===== src/rtl/ipc_misc_csr.sv =====
module ipc_misc_csr (
  input  logic        clk,
  input  logic        rst_n,
  input  logic        bus_wr,
  input  logic        bus_rd,
  input  logic        bus_hi,
  input  logic [31:0] bus_wdata,
  input  logic [1:0]  bus_cpu,
  output logic [31:0] bus_rdata,
  input  logic [3:0]  tick_set,
  output logic [3:0]  ipi_lvl,
  output logic [3:0]  iti_lvl
);
  localparam logic [63:0] CLR_MASK = 64'h0000_0000_1000_0FF0;
  localparam logic [63:0] ACL_BIT  = 64'h0000_0000_0010_0000;
  localparam logic [63:0] ABT_MASK = 64'h0000_0000_00F0_0000;
  localparam logic [63:0] ABW_MASK = 64'h0000_0000_000F_0000;
  localparam logic [63:0] REQ_MASK = 64'h0000_0000_0000_F000;
  localparam logic [63:0] RW_MASK  = 64'h0000_0F00_0000_0000;

  logic [63:0] misc_q, misc_d;
  logic [31:0] half_q;
  logic [31:0] rdata_q;

  wire         commit = bus_wr & bus_hi;
  wire [63:0]  wv     = {bus_wdata, half_q};
  wire         abw_empty = ((misc_q & ABW_MASK) == 64'b0);

  always_comb begin
    misc_d = misc_q;
    if (commit) begin
      misc_d = misc_q & ~(wv & CLR_MASK);
      if ((wv & ACL_BIT) != 64'b0) begin
        misc_d = misc_d & ~(ABT_MASK | ABW_MASK);
      end else begin
        misc_d = misc_d | (wv & ABT_MASK);
        if (abw_empty) misc_d = misc_d | (wv & ABW_MASK);
      end
      misc_d = misc_d | ((wv & REQ_MASK) >> 4);
      misc_d = (misc_d & ~RW_MASK) | (wv & RW_MASK);
    end
    misc_d[7:4] = misc_d[7:4] | tick_set;
  end

  always_ff @(posedge clk) begin
    if (!rst_n) begin
      misc_q  <= '0;
      half_q  <= '0;
      rdata_q <= '0;
    end else begin
      misc_q <= misc_d;
      if (bus_wr) begin
        if (!bus_hi) half_q <= bus_wdata;
      end else if (bus_rd) begin
        if (bus_hi) begin
          rdata_q <= half_q;
        end else begin
          rdata_q <= misc_q[31:0] | {30'b0, bus_cpu};
          half_q  <= misc_q[63:32];
        end
      end
    end
  end

  assign bus_rdata = rdata_q;
  assign ipi_lvl   = misc_q[11:8];
  assign iti_lvl   = misc_q[7:4];
endmodule


===== config.mk =====
export PLATFORM = sky130hd
export DESIGN_NAME = ipc_misc_csr
export DESIGN_NICKNAME = d
export VERILOG_FILES = /design/src/rtl/ipc_misc_csr.sv
export SDC_FILE = /design/constraint.sdc
export NUM_CORES = 1
export LEC_CHECK = 0
export ABC_CLOCK_PERIOD_IN_PS = 1900
export BUFFER_PORTS_ARGS = -buffer_cell sky130_fd_sc_hd__buf_2
export CORE_ASPECT_RATIO = 0.5
export CORE_UTILIZATION = 56
export CTS_CLUSTER_DIAMETER = 40
export DETAILED_ROUTE_END_ITERATION = 8
export PLACE_DENSITY = 0.89
export SLEW_MARGIN = 20
export SYNTH_ARGS = -nofsm -noshare
export SYNTH_HDL_FRONTEND = slang
export SYNTH_SLANG_ARGS = --single-unit

===== constraint.sdc =====
create_clock -name clk -period 1.9 [get_ports clk]
set_clock_uncertainty 0.2 [all_clocks]
set_input_delay 0 -clock clk [delete_from_list [all_inputs] [get_ports clk]]
set_output_delay 0 -clock clk [all_outputs]
set_load 0.05 [all_outputs]

* Yosys cells after proc, flatten, opt, wreduce, memory -nomap -nowiden
Cells that the tools add are included.
** Storage, ports and cells
- Bits in registers :: 128
- Input port bits :: 43
- Output and inout port bits :: 40
- Logic and storage cells :: 28
** Cells by class
- Mux-type cells :: 9
- Bitwise operators :: 11
- Reduce and logical (&&, ||, !) cells :: 4
** Operators with widths (count)
- 64-bit two-way mux :: 3
- 32-bit two-way mux :: 5
- 64-bit AND :: 1
- 64-bit zero test :: 1
- 29-bit NOT with 64-bit output :: 1
- 64-bit by 12-bit bitwise OR with 64-bit output :: 1
- 64-bit by 20-bit bitwise OR with 64-bit output :: 1
- 64-bit by 24-bit bitwise OR with 64-bit output :: 1
- 64-bit by 44-bit bitwise OR with 64-bit output :: 1
- 32-bit by 2-bit bitwise OR with 32-bit output :: 1
- 8-bit two-way mux :: 1
- 4-bit bitwise OR :: 1
- 2-bit AND reduction :: 2
- 1-bit NOT :: 2
- 2-bit nonzero test :: 1
- 1-bit AND :: 1

* Depth between registers and ports, before layout
- Depth after elaboration :: 11
- Mapped depth :: 7
- Depth with buffers taken out :: 3

* Worst setup path after synthesis
OpenSTA, ideal clock, no wires.
- Path type :: in2reg
- Start point :: input bus_hi
- End point :: register half_q[12]
- Library setup time :: 117 ps
- Data arrival time :: 934 ps
- Required time :: 1583 ps
- Slack :: 649 ps
- Stages :: 7
- Buffers on the path :: 4
- Cell sequence :: buf_6 > o21ba_4 > buf_6 > nor2b_2 > buf_6 > buf_6 > a22o_1
** Between the ends
- Cells in the longest elaborated chain, start to end :: 2
** Ends and longest elaborated chain
- from (decl) :: RTL line 6 : input logic bus_hi,
- 1-bit NOT (no line)
- 2-bit AND reduction (no line)
- to (signal assigned) :: RTL line 53 : if (!bus_hi) half_q <= bus_wdata;
- to (signal assigned) :: RTL line 59 : half_q <= misc_q[63:32];
- to (decl) :: RTL line 22 : logic [31:0] half_q;
Every way passes these cells.
A chain may end at the register's enable or synchronous reset.

==> flow_metrics.env <==
export IMPL_fillers=321
export IMPL_cts_sinks=85
export IMPL_ant_nets=0
export IMPL_setup_viol=0
export IMPL_place_congestion=0.771
export IMPL_grt_start_max_net_pins=56
export IMPL_grt_pass1_wl_mm=15.7
export IMPL_peakVddDrop_mv=0.548
export IMPL_vias=3117
export IMPL_multiInputGateArea_sq_um=1290
export IMPL_maxSlewHeadroom_pct=53.9
export IMPL_critical_path_max_stage_delay_ps=530
export IMPL_crit_chain="dlygate4sd3_1, buf_2, buf_4, nand2_1, a21oi_1"
export IMPL_numCtsBuffers=9
export IMPL_placed_cell_area_sq_um=3590
export IMPL_worst_pin_slew_ps=689
export IMPL_cp_top_family="buffers and inverters"
export IMPL_required_ps=1950
export IMPL_place_hpwl_mm=5.07
export IMPL_start_util_pct=58.3
export IMPL_min_period_ps=1550
export IMPL_postRouteWirelength_mm=9.98
export IMPL_synthCells=323
export IMPL_reg2reg_from="misc_q[41]$_SDFFE_PN0N_"
export IMPL_drive_gt1_share_pct=25.3
export IMPL_min_to="bus_rdata[13]$_SDFFE_PN0P_"
export IMPL_track_usage_pct=34.5
export IMPL_reg2reg_to="half_q[9]$_SDFFE_PN0P_"
export IMPL_clock_latency_ps=340
export IMPL_nets=473
export IMPL_ff_latch_area_sq_um=1700
export IMPL_htree_levels=3
export IMPL_holdWs_ps=50.4
export IMPL_synth_seq_cells=85
export IMPL_drc=0
export IMPL_rsz0062_at_grt="false"
export IMPL_clkSlewWorstSetupHoldPaths_ps=70
export IMPL_leakage_nw=1.95
export IMPL_hp_start="bus_hi"
export IMPL_timing_hold_violations_final=0
export IMPL_yosysWarnings=0
export IMPL_r2r_setup_slack_ps=730
export IMPL_drv_slew=0
export IMPL_cp_arrival_ps=1600
export IMPL_slowest_stage="dlygate4sd3_1"
export IMPL_fmax_mhz=646
export IMPL_io_buffers=82
export IMPL_syn_nets=366
export IMPL_drt_iter0_drc=319
export IMPL_status="completed"
export IMPL_finish_instance_area_sq_um=4320
export IMPL_finalPower_w=0.00426
export IMPL_avgSynthCellArea_sq_um=9.96
export IMPL_cts_tree="built"
export IMPL_dieHeight_um=55.6
export IMPL_yosysSeqAreaShare_pct=52.9
export IMPL_worst_path_buf_inv=3
export IMPL_power_density_nw_per_um2=987
export IMPL_worst_slack_ps=352
export IMPL_wire_per_inst_um=19.7
export IMPL_critPathCaptureType="register"
export IMPL_antenna_cells=0
export IMPL_first_global_vias=3109
export IMPL_syn2layout_area_growth_pct=34.1
export IMPL_critPathLaunchType="input pin"
export IMPL_die_area_sq_um=6070
export IMPL_io_pins=83
export IMPL_core_area_sq_um=5520
export IMPL_cap_violations=0
export IMPL_hold_class="in -> reg"
export IMPL_antenna_found_initial=0
export IMPL_fp_row_count=19
export IMPL_period_share_pct=81.5
export IMPL_clock_path_buffers=2
export IMPL_post_cts_buffers=0
export IMPL_cts_root_buf="clkbuf_16"
export IMPL_die_w_um=109
export IMPL_dp_slack_ps=116
export IMPL_whs_path_depth=4
export IMPL_vias_per_cell=6.14
export IMPL_ys_types=28
export IMPL_syn_area_sq_um=3220
export IMPL_crit_type="in -> reg"
export IMPL_r2r_cells=3
export IMPL_dr_pass1_iters=8
export IMPL_grt_overflow=0
export IMPL_crit_path_max_fanout=55
export IMPL_tns_ps=0
-- worst min-delay path, delay by kind of cell --
| family | cells | cell delay, ps |
|---|---|---|
| buf+inv | 2 | 350 |
| simple gates | 1 | 110 |
| compound gates | 1 | 70 |
-- synth_stat cells (all sizes together) --
master / n / share of area (%)
a21boi: 17 / 4.0
a21oi: 29 / 4.5
a22o: 28 / 7.6
a31o: 4 / 1.1
a31oi: 4 / 0.78
a41oi: 2 / 0.54
and2: 1 / 0.19
and3: 1 / 0.19
buf: 29 / 6.1
clkbuf: 6 / 0.70
dfxtp: 85 / 53
inv: 6 / 0.70
mux2i: 23 / 7.2
nand2: 33 / 3.8
nand2b: 1 / 0.19
nand3: 14 / 2.2
nand4b: 2 / 0.54
nor2: 8 / 1.0
nor2b: 2 / 0.47
o211a: 4 / 1.2
o21ai: 23 / 3.6
o21ba: 1 / 0.51
-- power breakdown --
part,switching [W],total (W),leakage (nW),internal [W]
clock,0.000777,0.00181,0.147,0.00104
combinational,0.000328,0.000534,1.11,0.000207
sequential,0.0000549,0.00191,0.694,0.00186
total,0.00116,0.00426,1.95,0.00310
-- cell usage in the layout (no fill, tap or decap), drive strengths merged, types with 8 or more instances in the layout --
cell,synthesis,routed
a22o,28,28
clkbuf,6,9
dfxtp,85,85
a21oi,29,29
buf,29,90
nand2,33,33
a21boi,17,17
nand3,14,14
o21ai,23,23
inv,6,8
nor2,8,8
mux2i,23,23
dlygate4sd3,0,41
-- logic make-up (layout without fill, tap and decap cells) --
logic type      after synthesis  after routing  share of synthesized area, %
compound gates              112            112                          23.8
buf+inv                      41            153                          7.50
flops                        85             85                          52.9
mux                          23             23                          7.15
simple gates                 62             62                          8.63
-- metrics by stage --
stage	util, %	cells
final	78.2	508
after global routing	78.2	508
after CTS	78.2	508
after detailed placement	65.2	451
after global placement	65.2	451
after floorplan	-	323
-- registers in the layout (all words and copies together), names as in the netlist --
name       flops
misc_q        21
half_q        32
bus_rdata     32
-- area by class of cell --
class / count / area share (%)
Clock buffer: 9 / 5.22
Clock inverter: 7 / 1.88
Inverter: 6 / 0.522
Multi-Input combinational cell: 197 / 29.8
Sequential cell: 85 / 39.4
Tap cell: 73 / 2.12
Timing Repair Buffer: 131 / 21.0
-- how the worst max path moves through the flow --
| stage | start | endpoint | slack [ps] | cells after the start |
|---|---|---|---|---|
| 2_1_floorplan | bus_hi | half_q[12]$_SDFFE_PN0P_ | 650 | 7 |
| 3_3_place_gp | bus_wr | half_q[17]$_SDFFE_PN0P_ | 190 | 4 |
| 3_5_place_dp | bus_wr | half_q[2]$_SDFFE_PN0P_ | 120 | 4 |
| 4_1_cts | rst_n | half_q[21]$_SDFFE_PN0P_ | 120 | 4 |
| 5_1_grt | rst_n | misc_q[17]$_SDFFE_PN0N_ | 190 | 5 |
| 6_report | rst_n | misc_q[17]$_SDFFE_PN0N_ | 350 | 5 |
-- repair_timing --
action / CTS / global route
hold endpoints to repair: 42 / 0
gates resized for setup: 0 / 0
hold buffers: 41 / 0
-- per-layer routing --
metal	part of all wire, %	global-route usage, %
met3	9.7	9.95
met5	0	0
met4	5.2	22.1
met2	47	54.7
met1	38	41.3
(Power assumes the default switching activity.)
